`src/rtl/pad_reply_rx_pkg.sv`:
```
package pad_reply_rx_pkg;

    typedef enum logic [1:0] {
        ST_IDLE  = 2'd0,
        ST_ARMED = 2'd1,
        ST_RECV  = 2'd2
    } rx_state_e;

endpackage

```
`src/rtl/prx_line_sync.sv`:
```
module prx_line_sync #(
    parameter int STAGES = 2
) (
    input  logic clk,
    input  logic rst_n,
    input  logic line_async,
    output logic line_s,
    output logic fall
);
    typedef struct packed {
        logic [STAGES-1:0] chain;
        logic              prev;
    } regs_t;

    regs_t r_d, r_q;

    always_comb begin
        r_d       = r_q;
        r_d.chain = {r_q.chain[STAGES-2:0], line_async};
        r_d.prev  = r_q.chain[STAGES-1];
    end

    always_ff @(posedge clk or negedge rst_n) begin
        if (!rst_n) begin
            r_q.chain <= '1;
            r_q.prev  <= 1'b1;
        end else begin
            r_q <= r_d;
        end
    end

    assign line_s = r_q.chain[STAGES-1];
    assign fall   = r_q.prev & ~line_s;

    // a detected edge cannot repeat on the following cycle
    p_edge_single_r3: assert property (@(posedge clk) disable iff (!rst_n)
        fall |=> !fall);
endmodule

```
`src/rtl/prx_oneshot.sv`:
```
module prx_oneshot #(
    parameter int DELAY = 100
) (
    input  logic clk,
    input  logic rst_n,
    input  logic restart,
    input  logic cancel,
    output logic fire
);
    localparam int CW = (DELAY > 1) ? $clog2(DELAY) : 1;
    localparam logic [CW-1:0] LAST = CW'(DELAY - 1);

    typedef struct packed {
        logic          active;
        logic [CW-1:0] cnt;
    } regs_t;

    regs_t r_d, r_q;

    assign fire = r_q.active && (r_q.cnt == LAST);

    always_comb begin
        r_d = r_q;
        if (restart) begin
            r_d.active = 1'b1;
            r_d.cnt    = '0;
        end else if (cancel) begin
            r_d.active = 1'b0;
            r_d.cnt    = '0;
        end else if (r_q.active) begin
            if (r_q.cnt == LAST) begin
                r_d.active = 1'b0;
                r_d.cnt    = '0;
            end else begin
                r_d.cnt = r_q.cnt + 1'b1;
            end
        end
    end

    always_ff @(posedge clk or negedge rst_n) begin
        if (!rst_n) begin
            r_q.active <= 1'b0;
            r_q.cnt    <= '0;
        end else begin
            r_q <= r_d;
        end
    end

    // one trigger per edge: no second fire without a new restart
    p_single_fire_r3: assert property (@(posedge clk) disable iff (!rst_n)
        (fire && !restart) |=> !fire);
    p_restart_quiet_r3: assert property (@(posedge clk) disable iff (!rst_n)
        restart |=> !fire);
endmodule

```
`src/rtl/prx_gap_watch.sv`:
```
module prx_gap_watch #(
    parameter int LIMIT = 500
) (
    input  logic clk,
    input  logic rst_n,
    input  logic run,
    input  logic kick,
    output logic expired
);
    localparam int CW = (LIMIT > 1) ? $clog2(LIMIT) : 1;
    localparam logic [CW-1:0] LAST = CW'(LIMIT - 1);

    typedef struct packed {
        logic [CW-1:0] cnt;
    } regs_t;

    regs_t r_d, r_q;

    assign expired = run && !kick && (r_q.cnt == LAST);

    always_comb begin
        r_d = r_q;
        if (!run || kick) begin
            r_d.cnt = '0;
        end else if (r_q.cnt != LAST) begin
            r_d.cnt = r_q.cnt + 1'b1;
        end
    end

    always_ff @(posedge clk or negedge rst_n) begin
        if (!rst_n) begin
            r_q.cnt <= '0;
        end else begin
            r_q <= r_d;
        end
    end

    // an edge always buys a full window before expiry
    p_kick_defers_r9: assert property (@(posedge clk) disable iff (!rst_n)
        kick |=> !expired);
endmodule

```
`src/rtl/prx_shifter.sv`:
```
module prx_shifter #(
    parameter int NBITS = 64
) (
    input  logic             clk,
    input  logic             rst_n,
    input  logic             clear,
    input  logic             shift_en,
    input  logic             bit_in,
    output logic             done,
    output logic [NBITS-1:0] status
);
    localparam int CNTW = $clog2(NBITS);
    localparam logic [CNTW-1:0] LAST = CNTW'(NBITS - 1);

    typedef struct packed {
        logic [NBITS-1:0] shreg;
        logic [CNTW-1:0]  cnt;
        logic [NBITS-1:0] status;
    } regs_t;

    regs_t r_d, r_q;

    assign done   = shift_en && !clear && (r_q.cnt == LAST);
    assign status = r_q.status;

    always_comb begin
        r_d = r_q;
        if (clear) begin
            r_d.shreg = '0;
            r_d.cnt   = '0;
        end else if (shift_en) begin
            r_d.shreg = {r_q.shreg[NBITS-2:0], bit_in};
            if (r_q.cnt == LAST) begin
                r_d.status = {r_q.shreg[NBITS-2:0], bit_in};
                r_d.cnt    = '0;
            end else begin
                r_d.cnt = r_q.cnt + 1'b1;
            end
        end
    end

    always_ff @(posedge clk or negedge rst_n) begin
        if (!rst_n) begin
            r_q.shreg  <= '0;
            r_q.cnt    <= '0;
            r_q.status <= '0;
        end else begin
            r_q <= r_d;
        end
    end

    // published word moves only on a completed reply
    p_status_hold_r6: assert property (@(posedge clk) disable iff (!rst_n)
        !done |=> $stable(status));
    p_clear_restarts_r9: assert property (@(posedge clk) disable iff (!rst_n)
        clear |=> !done);
endmodule

```
`src/rtl/pad_reply_rx.sv`:
```
module pad_reply_rx
    import pad_reply_rx_pkg::*;
#(
    parameter int CYCLES_PER_US = 50,
    parameter int SAMPLE_US     = 2,
    parameter int TIMEOUT_US    = 10,
    parameter int NBITS         = 64,
    parameter int SYNC_STAGES   = 2
) (
    input  logic             clk,
    input  logic             rst_n,
    input  logic             tx_done,
    input  logic             line_in,
    input  logic             rd_en,
    output logic [NBITS-1:0] rd_data,
    output logic             ready
);
    localparam int SAMPLE_CYC = CYCLES_PER_US * SAMPLE_US;
    localparam int GAP_CYC    = CYCLES_PER_US * TIMEOUT_US;

    typedef struct packed {
        rx_state_e state;
        logic      ready;
    } regs_t;

    regs_t r_d, r_q;

    logic line_s, line_fall;
    logic sample_fire, shift_en, rx_done, gap_expired;
    logic timer_restart, timer_cancel, rx_clear, gap_run;

    prx_line_sync #(.STAGES(SYNC_STAGES)) u_sync (
        .clk        (clk),
        .rst_n      (rst_n),
        .line_async (line_in),
        .line_s     (line_s),
        .fall       (line_fall)
    );

    prx_oneshot #(.DELAY(SAMPLE_CYC)) u_timer (
        .clk     (clk),
        .rst_n   (rst_n),
        .restart (timer_restart),
        .cancel  (timer_cancel),
        .fire    (sample_fire)
    );

    prx_gap_watch #(.LIMIT(GAP_CYC)) u_gap (
        .clk     (clk),
        .rst_n   (rst_n),
        .run     (gap_run),
        .kick    (line_fall),
        .expired (gap_expired)
    );

    prx_shifter #(.NBITS(NBITS)) u_shift (
        .clk      (clk),
        .rst_n    (rst_n),
        .clear    (rx_clear),
        .shift_en (shift_en),
        .bit_in   (line_s),
        .done     (rx_done),
        .status   (rd_data)
    );

    always_comb begin
        timer_restart = line_fall && (r_q.state != ST_IDLE);
        timer_cancel  = (r_q.state == ST_IDLE);
        shift_en      = sample_fire && (r_q.state == ST_RECV);
        rx_clear      = (r_q.state != ST_RECV);
        gap_run       = (r_q.state == ST_RECV);
    end

    always_comb begin
        r_d = r_q;
        unique case (r_q.state)
            ST_IDLE: begin
                if (tx_done) r_d.state = ST_ARMED;
            end
            ST_ARMED: begin
                if (line_fall) r_d.state = ST_RECV;
            end
            ST_RECV: begin
                if (rx_done || gap_expired) r_d.state = ST_IDLE;
            end
            default: r_d.state = ST_IDLE;
        endcase

        if (rx_done) begin
            r_d.ready = 1'b1;
        end else if (rd_en) begin
            r_d.ready = 1'b0;
        end
    end

    always_ff @(posedge clk or negedge rst_n) begin
        if (!rst_n) begin
            r_q.state <= ST_IDLE;
            r_q.ready <= 1'b0;
        end else begin
            r_q <= r_d;
        end
    end

    assign ready = r_q.ready;

    p_idle_no_shift_r2: assert property (@(posedge clk) disable iff (!rst_n)
        (r_q.state == ST_IDLE) |-> !shift_en);
    p_ready_source_r6: assert property (@(posedge clk) disable iff (!rst_n)
        $rose(ready) |-> $past(rx_done));
    p_read_clears_r7: assert property (@(posedge clk) disable iff (!rst_n)
        (rd_en && !rx_done) |=> !ready);
    p_done_wins_r8: assert property (@(posedge clk) disable iff (!rst_n)
        rx_done |=> ready);
    p_abort_quiet_r9: assert property (@(posedge clk) disable iff (!rst_n)
        (gap_expired && !ready) |=> (!ready && $stable(rd_data)));
    p_armed_waits_r10: assert property (@(posedge clk) disable iff (!rst_n)
        (r_q.state == ST_ARMED) |-> !gap_expired);
endmodule

```
`config.mk`:
```
export PLATFORM = sky130hd
export DESIGN_NAME = pad_reply_rx
export DESIGN_NICKNAME = d
export VERILOG_FILES = /design/src/rtl/pad_reply_rx_pkg.sv /design/src/rtl/prx_line_sync.sv /design/src/rtl/prx_oneshot.sv /design/src/rtl/prx_gap_watch.sv /design/src/rtl/prx_shifter.sv /design/src/rtl/pad_reply_rx.sv
export SDC_FILE = /design/constraint.sdc
export NUM_CORES = 1
export LEC_CHECK = 0
export ABC_AREA = 1
export BUFFER_PORTS_ARGS = -buffer_cell sky130_fd_sc_hd__buf_2
export CORE_MARGIN = 2
export CORE_UTILIZATION = 63
export CTS_BUF_LIST = sky130_fd_sc_hd__clkbuf_2
export CTS_CLUSTER_DIAMETER = 60
export DETAILED_ROUTE_END_ITERATION = 12
export PLACE_DENSITY = 0.84
export REMOVE_ABC_BUFFERS = 1
export SLEW_MARGIN = 20
export SYNTH_ARGS = -nofsm -noshare
export SYNTH_HDL_FRONTEND = slang
export SYNTH_SLANG_ARGS = --single-unit
```
`constraint.sdc`:
```
create_clock -name clk -period 2.8 [get_ports clk]
set_input_delay 0.28 -clock clk [delete_from_list [all_inputs] [get_ports clk]]
set_output_delay 0.28 -clock clk [all_outputs]
set_load 0.01 [all_outputs]
```
==> results.toml, run 1 <==
[grt]
first_global_vias = 4655
grt-ovfl-total = 0
first_pass_grt_wire_length_mm = 21.3
number_of_antenna_violations_at_the_first_check_in_global_routing = 0
grt_max_degree = 74
grt.total_usage_pct = 22.9

[logic_synthesis]
synth.area.mux_share_pct = 0.142
post_synth_xor_area_fraction_pct = 0.498
synth-warning-count = 0
synthesis.instances = 734
synth_compound_gate_area_share_pct = 13.5
synthTopCellsByArea = "dfrtp_1, nand2_1, buf_4"
post_synth_and_or_nand_nor_area_fraction_pct = 14.5
ys_seq_area_share_pct = 55.6
ys_seq_elements = 156
post_synth_fa_ha_maj_area_fraction_pct = 0.534
netlist.area_leader.share_pct = 54.5
yosys.cell_types.count = 30
post_synthesis_cell_type_with_the_largest_combined_area = "dfrtp_1"
syn_std_cell_area_mm2 = 0.00703
synth_top_family_by_area = "buffers and inverters"
postSynthAreaPerCell_um2 = 9.58

[timing]
final-setup-viol-count = 0
final.setup.worst_slack_ns = 0.607
rsz0062_at_grt = "no"
worst_hold_slack_ns = 0.136
tightestPinTransition_ns = 0.635
slew_headroom_pct = 57.6
period_needed_ns = 2.19
timing.final.hold_violations = 0
fmaxAchievable_mhz = 456
finalMaxSlewViolations = 0
setup_tns_ns = 0
min_period_over_period_pct = 78.3
finClkSkew_ns = 0.0282

[placement]
dp_worst_setup_slack_ns = 0.626
gp_routability_congestion = 0.820
port_buffers = 69
dp_hpwl_mm = 8.45

[pwr]
clockPowerShare_pct = 26.7
power_switching_share_pct = 29.7
report.power.total_mw = 3.86
p_seq_share_pct = 60.5
vdd_ir_drop_max_mv = 0.283
p_sw_mw = 1.15
power_density_mw_per_mm2 = 538
share_comb_of_total_power_pct = 12.8
leakagePower_nw = 3.43
intPower_mw = 2.71

[worst_hold_path]
hold_path_class = "input port to async pin"

[setup_path]
worst-endpoint-arrival_ns = 2.76
setup.worst_path.start_class = "flip-flop"
end_kind = "flip-flop"
critical_path_class = "flip-flop to flip-flop"
timing.critical_path.fanout_max = 63
critPathRequiredTime_ns = 3.37

[floorplan]
io_pins = 70
core-area_mm2 = 0.0109
die_area_mm2 = 0.0120
die-height_um = 110
initial_utilization_pct = 64.6
fp.dieW_um = 110
placement_rows = 38

[status]
status = "completed"

[final_layout]
total_number_of_nets_in_the_final_design = 753
antennaDiodeCount = 0
layout-area-overhead-vs-synth_pct = 2.03
most-common-layout-cells = "nand2_1, dfrtp_1, inv_1"
drive_gt1_share_pct = 25.4
layout.cells.most_common = "nand2_1"
share_of_the_core_filled_with_cells_in_the_final_layout_pct = 65.9

[clocking]
cts.path.max_buffers = 2
path_clk_slew_ns = 0.19
h_tree_depth = 4
clk_root_buffer_cell = "clkbuf_2"
insertion_delay_ns = 0.68
cts_inserted_buffers = 17
tritoncts = "built"
clock_sink_count = 156

[routing]
drt-initial-drc-count = 223
via_count = 4643
totalWireLength_mm = 12.4
drc_errors = 0
ant_nets = 0
drt-wirelength-per-cell_um = 13.8
detail_route.vias_per_cell = 5.18
first_pass_iters = 4

[flow_run]
drv.max_cap_violation_count = 0
[power groups by stage]
| stage | registers, mW | logic [mW] | clock network, mW |
|---|---|---|---|
| global placement | 2.37 | 0.471 | 0 |
| finish | 2.33 | 0.496 | 1.03 |
| global route | 2.34 | 0.550 | 1.15 |
| detailed placement | 2.37 | 0.494 | 0 |
| CTS | 2.33 | 0.500 | 1.05 |
| floorplan | 2.36 | 0.289 | 0 |
[critical path, cell delays in order, from the launching register on]
cell and delay [ns]:
dfrtp_1 0.48, ha_1 0.23, nand3_1 0.14, nor2_2 0.19
nand4_4 0.45, buf_12 0.40, nand2_1 0.12, o21ai_2 0.06
[per-stage QoR]
stage / std cells / cell area, um^2
6_report: 897 / 7170
3_5_place_dp: 862 / 6950
2_1_floorplan: 643 / 6310
5_1_grt: 897 / 7170
3_3_place_gp: 862 / 6950
4_1_cts: 897 / 7170
[worst paths after layout]
path | start | slack (ns) | depth (start not counted) | to
min reg2reg | u_sync.r_d[2] | 0.38 | 0 | u_sync.line_s
max in group asynchronous | rst_n | 1.84 | 3 | u_sync.r_q[0]
max | u_shift.r_q[64] | 0.61 | 7 | u_shift.status[41]
min | rst_n | 0.14 | 2 | ready
min in group clk | line_in | 0.25 | 2 | u_sync.r_d[2]
max reg2reg | u_shift.r_q[64] | 0.61 | 7 | u_shift.status[41]
[layout make-up]
type                       count  area [um^2]
sequential                   156         3910
fill                         883         3710
multi-input combinational    394         2060
timing repair buffer          83          504
inverter                      93          349
tap                          140          175
clock buffer                  20          100
clock inverter                11         78.8
[cell usage after synthesis]
cell and count:
a21oi_1 10, buf_2 6, buf_4 64, buf_6 15, buf_8 2, clkbuf_1 4
dfrtp_1 153, dfstp_2 3, ha_1 3, inv_1 91, inv_2 2, mux2i_1 1
nand2_1 159, nand2_2 22, nand3_1 15, nand3b_1 1, nand4_1 4, nand4_2 1
nor2_1 26, nor2_2 1, nor2_4 2, nor3_1 6, nor3b_1 1, o21a_1 1
o21ai_0 22, o21ai_1 60, o21ai_2 54, o21bai_1 1, xnor2_1 1, xor2_1 3
[kinds of logic (layout without fill, tap and decap cells)]
group,after synthesis,count (layout)
AO/OA/AOI/OAI,148,148
XOR/XNOR,4,4
adder cells (fa/ha/maj),3,3
buffers and inverters,184,207
flip-flops,156,156
multiplexers,1,1
AND/OR/NAND/NOR,238,238
[metal layers]
metal	routed length, um	GRT usage, %
met5	0	0
met1	5370	29.7
met2	6230	37.3
met4	186	8.59
met3	611	6.34
[flip-flops by register name (all words and copies together), names as in the netlist]
| name | count |
|---|---|
| r_q | 2 |
| ready | 1 |
| u_gap.r_q | 9 |
| u_shift.r_q | 69 |
| u_shift.status | 64 |
| u_sync.line_s | 1 |
| u_sync.r_d | 1 |
| u_sync.r_q | 1 |
| u_timer.r_q | 8 |
[what timing repair did]
item,CTS,global route
hold buffers,4,0
endpoints found under the setup margin,0,0
resized for setup,0,0
hold endpoints to repair,73,0
setup buffers,0,0
(Power assumes the default switching activity.)
==> inputs of run 2 (changes only) <==
--- a/config.mk
+++ b/config.mk
@@ -5,14 +5,14 @@
 export SDC_FILE = /design/constraint.sdc
 export NUM_CORES = 1
 export LEC_CHECK = 0
-export ABC_AREA = 1
+export ABC_AREA = 0
 export BUFFER_PORTS_ARGS = -buffer_cell sky130_fd_sc_hd__buf_2
 export CORE_MARGIN = 2
-export CORE_UTILIZATION = 63
+export CORE_UTILIZATION = 55
 export CTS_BUF_LIST = sky130_fd_sc_hd__clkbuf_2
 export CTS_CLUSTER_DIAMETER = 60
 export DETAILED_ROUTE_END_ITERATION = 12
-export PLACE_DENSITY = 0.84
+export PLACE_DENSITY = 0.78
 export REMOVE_ABC_BUFFERS = 1
 export SLEW_MARGIN = 20
 export SYNTH_ARGS = -nofsm -noshare
==> constraint.sdc (replaced) <==
create_clock -name clk -period 1.95 [get_ports clk]
set_input_delay 0.195 -clock clk [delete_from_list [all_inputs] [get_ports clk]]
set_output_delay 0.195 -clock clk [all_outputs]
set_load 0.01 [all_outputs]
==> run 2 against run 1 <==
Synthesized area is 7.6% lower. Critical path depth decreased by 1. Non-clock buffer count up 15. Largest cell class unchanged.
==> results.toml, run 2 <==
[floorplan]
die-height_um = 113
die_area_mm2 = 0.0127
fp.dieW_um = 113
initial_utilization_pct = 56.6
io_pins = 70
placement_rows = 39
core-area_mm2 = 0.0115

[final_layout]
largest_register_ff_count = 69
most-common-layout-cells = "dfrtp_1, buf_2, a22o_1, mux2_2, clkbuf_2"
total_number_of_nets_in_the_final_design = 516
post_layout_nonfiller_instances = 664
share_of_the_core_filled_with_cells_in_the_final_layout_pct = 60.3
seq_area_mm2 = 0.00391
reg.largest.list = "u_shift.r_q x69, u_shift.status x64, u_gap.r_q x9"
layout.cells.most_common = "dfrtp_1"
drive_gt1_share_pct = 37.2
multiInputGateArea_mm2 = 0.00195
layout-area-overhead-vs-synth_pct = 6.47
num-fill-cells = 913
fin_area_mm2 = 0.00691
antennaDiodeCount = 0
regMostFlops = "u_shift.r_q"

[setup_path]
cp-startpoint = "u_shift.r_q[64]"
critPathRequiredTime_ns = 2.53
critPathTopFamily = "flip-flops"
end_kind = "flip-flop"
setup.worst_path.start_class = "flip-flop"
worst-endpoint-arrival_ns = 2.47
worst_r2r_startpoint = "u_shift.r_q[64]"
crit_path_cell_trace = "ha_1 > and4_1 > nand4_1 > buf_4 > clkbuf_16 > mux2_2"
timing.critical_path.fanout_max = 26
timing.critical_path.buf_inv = 2
critical_path_class = "flip-flop to flip-flop"
worst_path_max_delay_cell = "dfrtp_1"
slowest_cell_delay_on_critical_path_ns = 0.46

[logic_synthesis]
syn_std_cell_area_mm2 = 0.00649
ys_async_sr_fraction_pct = 100
postSynthAreaPerCell_um2 = 13.5
post_synth_and_or_nand_nor_area_fraction_pct = 5.55
netlist.area_leader.share_pct = 59.0
synth_top_family_by_area = "multiplexers"
yosys.cell_types.count = 39
synth_ff_type = "dfrtp_1"
synthTopCellsByArea = "dfrtp_1, mux2_2, a22o_1"
post_synthesis_cell_type_with_the_largest_combined_area = "dfrtp_1"
ys_seq_area_share_pct = 60.2
synth-warning-count = 0
synth_enable_flop_cells = 0
synth_common_cells = "dfrtp_1, buf_4, a22o_1, mux2_2, nor2_1"
post_synth_xor_area_fraction_pct = 1.08
ys_seq_elements = 156
synthesis.instances = 481
post_synth_fa_ha_maj_area_fraction_pct = 0.578
post-synth-top-count-cell = "dfrtp_1"
synth_compound_gate_area_share_pct = 10.8
synth.area.mux_share_pct = 11.7

[clocking]
path_clk_slew_ns = 0.22
tritoncts = "built"
clock_sink_count = 156
h_tree_depth = 4
cts.path.max_buffers = 2
insertion_delay_ns = 0.71
clk_root_buffer_cell = "clkbuf_2"
cts_inserted_buffers = 17

[pwr]
vdd_ir_drop_max_mv = 0.489
report.power.total_mw = 5.21
leakagePower_nw = 3.61
power_density_mw_per_mm2 = 754

[routing]
first_pass_iters = 4
detailroute.wirelength.met3_um = 654
ant_nets = 0
wl_met2_mm = 5.45
drt-wirelength-per-cell_um = 17.2
drt-initial-drc-count = 192
totalWireLength_mm = 11.4
via_count = 3787
highest_layer = "met4"
met1_layer_wirelength_in_the_final_routing_mm = 5.20
detail_route.vias_per_cell = 5.70
drc_errors = 0

[status]
status = "completed"

[timing]
period_needed_ns = 1.89
final.setup.worst_slack_ns = 0.0620
timing.final.hold_violations = 0
finalMaxSlewViolations = 0
slew_headroom_pct = 62.4
final-setup-viol-count = 0
finClkSkew_ns = 0.0357
fmaxAchievable_mhz = 530
worst_hold_slack_ns = 0.107
tightestPinTransition_ns = 0.561
min_period_over_period_pct = 96.8
setup_tns_ns = 0

[placement]
gp_routability_congestion = 0.804
dp_hpwl_mm = 7.45
dp_worst_setup_slack_ns = 0.103
port_buffers = 69
dpl_cell_area_mm2 = 0.00668
post-place-cells = 625

[worst_hold_path]
hold_path_class = "input port to flip-flop"
min-delay-start = "line_in"

[flow_run]
drv.max_cap_violation_count = 0

[grt]
grt-ovfl-total = 0
first_global_vias = 3666
number_of_antenna_violations_at_the_first_check_in_global_routing = 0
first_pass_grt_wire_length_mm = 18.7
grt.total_usage_pct = 18.8
grt_max_degree = 59
==> run 2: changes by cell type in the layout (fill, tap and decap cells not counted), moves of 22 or more <==
cell | before | now
mux2_2 | 0 | 64
a22o_1 | 0 | 64
o21ai_2 | 54 | 0
nand2_1 | 159 | 9
o21ai_1 | 60 | 2
inv_1 | 91 | 3
nand2_2 | 22 | 0
==> run 2: where the power goes <==
part           switching (mW)  total, mW  internal [mW]
combinational           0.329      0.487          0.158
clock                    1.04       1.37          0.324
sequential             0.0615       3.35           3.29
total                    1.44       5.21           3.78
==> run 2: repair_timing <==
action,4_1_cts,5_1_grt
setup buffers,0,1
setup endpoints to repair,0,33
hold buffers,5,0
resized for setup,0,2
endpoints found under the hold margin,159,0
==> run 2: routing by layer <==
metal  up-vias  global-route usage [%]
met3        12                    6.53
li1       1717                       -
met1      1957                    25.9
met5         -                       0
met4         0                    6.02
met2       101                    28.3
==> run 2: logic make-up (layout without fill, tap and decap cells) <==
group / Yosys count / count (layout)
flops: 156 / 156
buf+inv: 93 / 133
compound gates: 90 / 90
mux: 68 / 68
simple gates: 63 / 63
xor+xnor: 8 / 8
fa+ha+maj: 3 / 3
==> run 2: cell type report <==
class | count | share of cell area, %
clock buffers | 21 | 1.52
clock inverters | 11 | 0.814
inverters | 3 | 0.163
multi-input cells | 232 | 28.2
flip-flops and latches | 156 | 56.5
well taps | 143 | 2.59
repair buffers | 98 | 10.2
==> run 2: final timing paths <==
kind	depth (start not counted)	slack (ns)	end
max in group asynchronous	4	0.75	u_shift.status[39]
worst max register to register	6	0.06	u_shift.status[21]
min in group asynchronous	3	0.55	u_shift.r_q[67]
worst min-delay path	2	0.11	u_sync.r_d[2]
worst max-delay path	6	0.06	u_shift.status[21]
worst min register to register	0	0.37	u_sync.line_s
